[src/rtl/cmpw_pkg.sv]
package cmpw_pkg;
  typedef enum logic [1:0] {
    CMP_BELOW   = 2'd0,
    CMP_ABOVE   = 2'd1,
    CMP_INSIDE  = 2'd2,
    CMP_OUTSIDE = 2'd3
  } cmp_mode_e;
endpackage

[src/rtl/cmpw_cfg.sv]
module cmpw_cfg
  import cmpw_pkg::*;
#(
  parameter int DW   = 12,
  parameter int CH_W = 4
) (
  input  logic             clk,
  input  logic             rst,
  input  logic             win_we,
  input  logic [2*DW-1:0]  win_word,
  input  logic             mode_we,
  input  logic [1:0]       mode_in,
  input  logic             sel_we,
  input  logic [CH_W:0]    sel_in,
  output logic [DW-1:0]    thr_lo,
  output logic [DW-1:0]    thr_hi,
  output cmp_mode_e        mode,
  output logic [CH_W-1:0]  sel_chan,
  output logic             sel_all
);
  // top bit of the select word marks a value beyond the channel range
  localparam int ALL_BIT = CH_W;

  always_ff @(posedge clk) begin
    if (rst) begin
      thr_lo   <= '0;
      thr_hi   <= '0;
      mode     <= CMP_BELOW;
      sel_chan <= '0;
      sel_all  <= 1'b0;
    end else begin
      if (win_we) begin
        thr_lo <= win_word[DW-1:0];
        thr_hi <= win_word[2*DW-1:DW];
      end
      if (mode_we) mode <= cmp_mode_e'(mode_in);
      if (sel_we) begin
        if (sel_in[ALL_BIT]) begin
          sel_all <= 1'b1;
        end else begin
          sel_all  <= 1'b0;
          sel_chan <= sel_in[CH_W-1:0];
        end
      end
    end
  end
endmodule

[src/rtl/cmpw_match.sv]
module cmpw_match
  import cmpw_pkg::*;
#(
  parameter int DW   = 12,
  parameter int CH_W = 4
) (
  input  logic            valid,
  input  logic [DW-1:0]   data,
  input  logic [CH_W-1:0] chan,
  input  logic [DW-1:0]   thr_lo,
  input  logic [DW-1:0]   thr_hi,
  input  cmp_mode_e       mode,
  input  logic [CH_W-1:0] sel_chan,
  input  logic            sel_all,
  output logic            hit
);
  logic lt_lo, gt_hi, in_win, cond, chan_ok;

  always_comb begin
    lt_lo  = data < thr_lo;
    gt_hi  = data > thr_hi;
    in_win = !lt_lo && !gt_hi;
    unique case (mode)
      CMP_BELOW:   cond = lt_lo;
      CMP_ABOVE:   cond = gt_hi;
      CMP_INSIDE:  cond = in_win;
      CMP_OUTSIDE: cond = lt_lo || gt_hi;
      default:     cond = 1'b0;
    endcase
    chan_ok = sel_all || (chan == sel_chan);
    hit     = valid && chan_ok && cond;
  end
endmodule

[src/rtl/cmpw_event.sv]
module cmpw_event (
  input  logic clk,
  input  logic rst,
  input  logic hit,
  input  logic status_rd,
  input  logic int_en,
  input  logic int_dis,
  output logic evt_flag,
  output logic int_mask,
  output logic irq
);
  logic flag_n, mask_n;

  always_comb begin
    // a new hit outranks the clearing read
    flag_n = hit ? 1'b1 : (status_rd ? 1'b0 : evt_flag);
    // disable outranks enable
    mask_n = int_dis ? 1'b0 : (int_en ? 1'b1 : int_mask);
  end

  always_ff @(posedge clk) begin
    if (rst) begin
      evt_flag <= 1'b0;
      int_mask <= 1'b0;
      irq      <= 1'b0;
    end else begin
      evt_flag <= flag_n;
      int_mask <= mask_n;
      irq      <= flag_n & mask_n;
    end
  end
endmodule

[src/rtl/cmp_window_det.sv]
module cmp_window_det
  import cmpw_pkg::*;
#(
  parameter int DW   = 12,
  parameter int CH_W = 4
) (
  input  logic            clk,
  input  logic            rst,
  input  logic            res_valid,
  input  logic [DW-1:0]   res_data,
  input  logic [CH_W-1:0] res_chan,
  input  logic            win_we,
  input  logic [2*DW-1:0] win_word,
  input  logic            mode_we,
  input  logic [1:0]      mode_in,
  input  logic            sel_we,
  input  logic [CH_W:0]   sel_in,
  input  logic            int_en,
  input  logic            int_dis,
  input  logic            status_rd,
  output logic            evt_flag,
  output logic            int_mask,
  output logic            irq
);
  logic [DW-1:0]   cfg_lo, cfg_hi;
  cmp_mode_e       cfg_mode;
  logic [CH_W-1:0] cfg_sel;
  logic            cfg_all;
  logic            cmp_hit;

  cmpw_cfg #(.DW(DW), .CH_W(CH_W)) u_cfg (
    .clk(clk), .rst(rst),
    .win_we(win_we), .win_word(win_word),
    .mode_we(mode_we), .mode_in(mode_in),
    .sel_we(sel_we), .sel_in(sel_in),
    .thr_lo(cfg_lo), .thr_hi(cfg_hi), .mode(cfg_mode),
    .sel_chan(cfg_sel), .sel_all(cfg_all)
  );

  cmpw_match #(.DW(DW), .CH_W(CH_W)) u_match (
    .valid(res_valid), .data(res_data), .chan(res_chan),
    .thr_lo(cfg_lo), .thr_hi(cfg_hi), .mode(cfg_mode),
    .sel_chan(cfg_sel), .sel_all(cfg_all), .hit(cmp_hit)
  );

  cmpw_event u_evt (
    .clk(clk), .rst(rst), .hit(cmp_hit), .status_rd(status_rd),
    .int_en(int_en), .int_dis(int_dis),
    .evt_flag(evt_flag), .int_mask(int_mask), .irq(irq)
  );
endmodule

[config.mk]
export PLATFORM = sky130hd
export DESIGN_NAME = cmp_window_det
export DESIGN_NICKNAME = d
export VERILOG_FILES = /design/src/rtl/cmpw_pkg.sv /design/src/rtl/cmpw_cfg.sv /design/src/rtl/cmpw_match.sv /design/src/rtl/cmpw_event.sv /design/src/rtl/cmp_window_det.sv
export SDC_FILE = /design/constraint.sdc
export NUM_CORES = 1
export LEC_CHECK = 0
export BUFFER_PORTS_ARGS = -buffer_cell sky130_fd_sc_hd__buf_4
export CAP_MARGIN = 25
export CORE_MARGIN = 5
export CORE_UTILIZATION = 50
export CTS_CLUSTER_DIAMETER = 40
export CTS_CLUSTER_SIZE = 30
export DETAILED_ROUTE_END_ITERATION = 6
export MAX_ROUTING_LAYER = met4
export PLACE_DENSITY = 0.85
export RECOVER_POWER = 50
export SYNTH_ARGS = -nofsm -noshare
export SYNTH_HDL_FRONTEND = slang
export SYNTH_SLANG_ARGS = --single-unit
[constraint.sdc]
create_clock -name clk -period 2.5 [get_ports clk]
set_input_delay 0.25 -clock clk [delete_from_list [all_inputs] [get_ports clk]]
set_output_delay 0.25 -clock clk [all_outputs]
set_load 0.02 [all_outputs]
# --- Yosys cells after proc, flatten, opt, wreduce, memory -nomap -nowiden ---
# Cells that the tools add are included.
totals:
  regBits: 34
  latch_bits: 0
  ramBits: 0
  rom_bits: 0
  input_bits: 56
  out_inout_bits: 3
  n_memories: 0
classes:
  add_sub_neg: 0
  mul: 0
  n_div: 0
  magnitude_cmp: 2
  n_eq_ne: 4
  shifts: 0
  n_mux: 6
  bitwise_logic: 2
  n_reduce_logical: 9
op_table:
  columns: ["op", "n"]
  rows:
  - ["12-bit greater-than comparator", 1]
  - ["12-bit less-than comparator", 1]
  - ["1-bit two-way mux", 5]
  - ["2-bit equality test (second input constant)", 2]
  - ["4-bit equality test", 1]
  - ["1-bit one-hot mux with 4 select lines", 1]
  - ["1-bit logical AND", 3]
  - ["2-bit by 1-bit equality test with 1-bit output (second input constant)", 1]
  - ["1-bit logical NOT", 2]
  - ["2-bit logical NOT", 1]
  - ["1-bit logical OR", 2]
  - ["2-bit AND reduction", 1]
  - ["1-bit AND", 1]
  - ["1-bit inverter", 1]

# --- Longest topological paths before layout ---
depth:
  ltp_word: 7
  ltp_mapped: 8

# --- By module ---
# From an unflattened synthesis, not the netlist that was laid out.
hier_totals:
  cells_unflattened: 205
  hier_area_um2: 1964.4
modules_own_cells:
  columns: ["mod", "n_inst", "cells_per_inst", "area_per_inst_um2", "seq_area_each_um2"]
  rows:
  - ["cmpw_cfg", 1, 104, 1163.6, 620.6]
  - ["cmpw_match", 1, 92, 694.4, 0.0]
  - ["cmpw_event", 1, 9, 106.4, 60.1]

# --- Least setup slack after synthesis ---
# No wires, ideal clock.
synth_path:
  path_kind: "flip-flop to flip-flop"
  from: "register u_cfg.thr_lo[5]"
  to: "register u_evt.evt_flag"
  setup_ps: 70
  arrival_ps: 1653
  t_required_ps: 2430
  setup_slack_ps: 777
  stages_incl_launch_ff: 9
  synth_period_minus_slack_ps: 1723
  path_cell_list: "dfxtp_1 > inv_1 > ha_1 > a21oi_1 > nor3_2 > nor4_2 > nand2_1 > o32a_1 > a21oi_1"
synth_via:
  elab_chain_cells: 6
  elab_cells_between_ends: 7
synth_rtl:
  columns: ["element", "line_no", "text"]
  rows:
  - ["start: declaration", "cmpw_cfg.sv:15", "output logic [DW-1:0] thr_lo,"]
  - ["start signal: assignment", "cmpw_cfg.sv:33", "thr_lo <= win_word[DW-1:0];"]
  - ["12-bit less-than comparator *", "cmpw_match.sv:20", "lt_lo = data < thr_lo;"]
  - ["1-bit logical NOT", "cmpw_match.sv:22", "in_win = !lt_lo && !gt_hi;"]
  - ["1-bit logical AND", "cmpw_match.sv:22", null]
  - ["1-bit one-hot mux with 4 select lines *", "cmpw_match.sv:23", "unique case (mode)"]
  - ["1-bit logical AND *", "cmpw_match.sv:31", "hit = valid && chan_ok && cond;"]
  - ["1-bit two-way mux *", "cmpw_event.sv:16", "flag_n = hit ? 1'b1 : (status_rd ? 1'b0 : evt_flag);"]
  - ["end signal: assignment", "cmpw_event.sv:27", "evt_flag <= flag_n;"]
  - ["end: declaration", "cmpw_event.sv:8", "output logic evt_flag,"]
# Every way passes the cells marked *; elsewhere a longest branch is shown, timed or not.
# A chain may end at the register's enable or synchronous reset.

# --- Worst setup path after layout ---
layout_path:
  from: "register u_cfg.thr_lo[11]"
  to: "register u_evt.irq"
layout_via:
  elab_chain_cells: 7
  elab_cells_between_ends: 8
layout_rtl:
  columns: ["element", "line_no", "text"]
  rows:
  - ["12-bit less-than comparator *", "cmpw_match.sv:20", null]
  - ["1-bit logical NOT", "cmpw_match.sv:22", null]
  - ["1-bit logical AND", "cmpw_match.sv:22", null]
  - ["1-bit one-hot mux with 4 select lines *", "cmpw_match.sv:23", null]
  - ["1-bit logical AND *", "cmpw_match.sv:31", null]
  - ["1-bit two-way mux *", "cmpw_event.sv:16", null]
  - ["1-bit AND *", "cmpw_event.sv:29", "irq <= flag_n & mask_n;"]
  - ["end signal: assignment", "cmpw_event.sv:29", null]
  - ["end: declaration", "cmpw_event.sv:10", "output logic irq"]
# Marked as above.

==> flow_summary.toml <==
[run_status]
status = "complete, but fails checks"
violations = "max-capacitance violations, max-slew violations"

[setup_path]
path_delay_family = "compound AO/OA/AOI/OAI gates"
rr_endpoint = "u_evt.irq"
startpoint_type = "flip-flop"
cp_slowest_stage_delay_ns = 0.33
worstPathArrival_ns = 2.12
cp.required_ns = 2.72
path_cells = "inv_1 > ha_1 > nand4_2 > nor3_1 > o211ai_1 > a2111oi_2 > mux2i_1 > a21boi_1"
reg2regPathDepth = 8
critical_path_class = "flip-flop to flip-flop"
cp-startpoint = "u_cfg.thr_lo[11]"
crit_buf_inv = 1
cpMaxStageDelayCell = "dfxtp_1"
r2r_slack_ns = 0.60
critPathCaptureType = "flip-flop"
reg2reg_from = "u_cfg.thr_lo[11]"
path_max_fanout = 3

[worst_hold_path]
hold_path_class = "input port to flip-flop"
whs_path_depth = 2
hp-start = "int_dis"
min_to = "u_evt.int_mask"

[layout]
final_core_util_pct = 66.87
area_growth_pct = 30.60
finish.net_count = 341
num_antenna_cells = 0
drive_above_1_share_pct = 26.24
fill_cells = 313

[place]
io_buffers = 58
gp_routability_congestion = 0.8615
dp_hpwl_mm = 3.126

[synth]
synth.largest_area_cell = "dfxtp_1"
yosys_most_used_dff = "dfxtp_1"
ys_top_cells_by_count = "34 x dfxtp_1, 34 x nor2_1, 32 x mux2i_1"
syn-num-nets = 284
ys_types = 30
async_reset_ff_share_pct = 0
ys_warn_count = 0
synth_area_leaders = "dfxtp_1 37%, mux2i_1 17%, ha_1 15%"
syn_area_um2 = 1861
avgSynthCellArea_um2 = 9.076
synth_seq_area_share_pct = 36.58
synth_edf_count = 0
synth_seq_cells = 34
yosysTopAreaCellShare_pct = 36.58
syn_inst = 205

[floorplanning]
die_height_um = 71
start_util_pct = 51.21
row_count = 22
die-width_um = 71
die_area_um2 = 5041
core-area_um2 = 3633
pin_count = 59

[grt]
track_usage_pct = 17.14
grt_max_degree = 34
grt_overflow = 0
first_global_vias = 1561
grt_pass1_wl_mm = 6.720
antenna_found_initial = 0

[clock_network]
clock_latency_ns = 0.28
cts_tree = "yes"
path_clk_slew_ns = 0.07
cts_root_buffer = "clkbuf_8"
post-cts-setup-buffers = 0
cts_max_level = 2
post_cts_resized = 0
clkSinkCount = 34
cts_buffers = 5
cts_hold_buf = 0
cts.path.max_buffers = 2

[drt]
drtIter0Drc = 43
drt-vias-per-instance = 4.971
vias = 1546
wirelength_mm = 3.921
drcViolationCount = 0
wire_per_inst_um = 12.61
ant_nets = 0
dr.pass1.iters = 4

[sta]
finalCritPeriodShare_pct = 76.17
finClkSkew_ns = 0.001923
setup_viol = 0
timing.fmax_mhz = 525.1
relSlewSlack_pct = -13.95
fin_tns_setup_ns = 0
worst_pin_slew_ns = 1.709
grt_setup_unrepaired = "false"
hold_violations = 0
finalMaxSlewViolations = 25
min_period_ns = 1.904

[power_and_ir_drop]
p_per_area_nw_per_um2 = 539.1
p_leak_uw = 0.001158
max-vdd-ir-drop_v = 0.0003619

[run]
cap_violations = 1
[worst max-delay path by stage]
stage	to	slack [ns]	depth (start not counted)
6_report	u_evt.irq	0.60	8
5_1_grt	u_evt.irq	0.33	8
4_1_cts	u_evt.irq	0.59	8
3_5_place_dp	u_evt.evt_flag	0.58	8
3_3_place_gp	u_evt.evt_flag	0.64	8
2_1_floorplan	u_evt.evt_flag	0.78	8
[layout by cell type, fill, tap and decap left out, drive strengths merged, types with 8 or more instances in the layout]
cell,synthesis,final
buf,2,57
nor2,34,34
dfxtp,34,34
mux2i,32,32
inv,25,25
ha,23,23
a21oi,9,9
clkbuf,6,9
nand2,8,8
[registers in the layout (all words and copies together) (netlist names)]
| signal | cells |
|---|---|
| u_cfg.mode | 2 |
| u_cfg.sel_chan | 4 |
| u_cfg.sel_all | 1 |
| u_evt.int_mask | 1 |
| u_evt.evt_flag | 1 |
| u_cfg.thr_lo | 12 |
| u_evt.irq | 1 |
| u_cfg.thr_hi | 12 |
[power breakdown]
group / switching (uW) / internal [uW] / total, uW / leakage [uW]
clock: 193 / 278 / 471 / 0.0000575
sequential: 17.6 / 572 / 590 / 0.000280
combinational: 112 / 137 / 249 / 0.000820
[kinds of logic after synthesis]
group           after synthesis  share of synthesized area, %
xor+xnor                      5                         2.354
buf+inv                      33                         6.792
simple gates                 57                         14.19
flops                        34                         36.58
compound gates               21                         7.397
mux                          32                         17.22
fa+ha+maj                    23                         15.47
[worst reg2reg max path, stage by stage (launching register included)]
cell and delay [ns]:
dfxtp_1 0.33, inv_1 0.05, ha_1 0.31, nand4_2 0.15, nor3_1 0.21, o211ai_1 0.16
a2111oi_2 0.31, mux2i_1 0.16, a21boi_1 0.17
[layout make-up]
type,instances,area (um2),share of cell area (%)
Multi-Input combinational cell,138,1054,43.36
Inverter,25,93.84,3.862
Sequential cell,34,680.7,28.01
Clock buffer,8,110.1,4.531
Timing Repair Buffer,58,431.7,17.77
Tap cell,48,60.06,2.472
[routing by layer]
layer	vias to the layer above	GRT usage (%)	wire, um
met5	-	-	0
met4	0	6.472	76
met3	10	6.676	316
met2	41	26.16	1803
met1	687	20.36	1725
li1	808	-	-
[stage by stage]
stage | hold WS [ns] | cells | instance area, um2 | worst slack, ns | total power, uW
3_3_place_gp | 0.4409 | 303 | 2323 | 0.6353 | 843.7
5_1_grt | 0.1472 | 311 | 2430 | 0.3282 | 1380
6_report | 0.1394 | 311 | 2430 | 0.5956 | 1310
4_1_cts | 0.1311 | 311 | 2434 | 0.5863 | 1326
3_5_place_dp | 0.4438 | 303 | 2323 | 0.5771 | 852.2
2_1_floorplan | 0.3380 | 205 | 1861 | 0.7770 | 746.1
(Power assumes the default switching activity.)
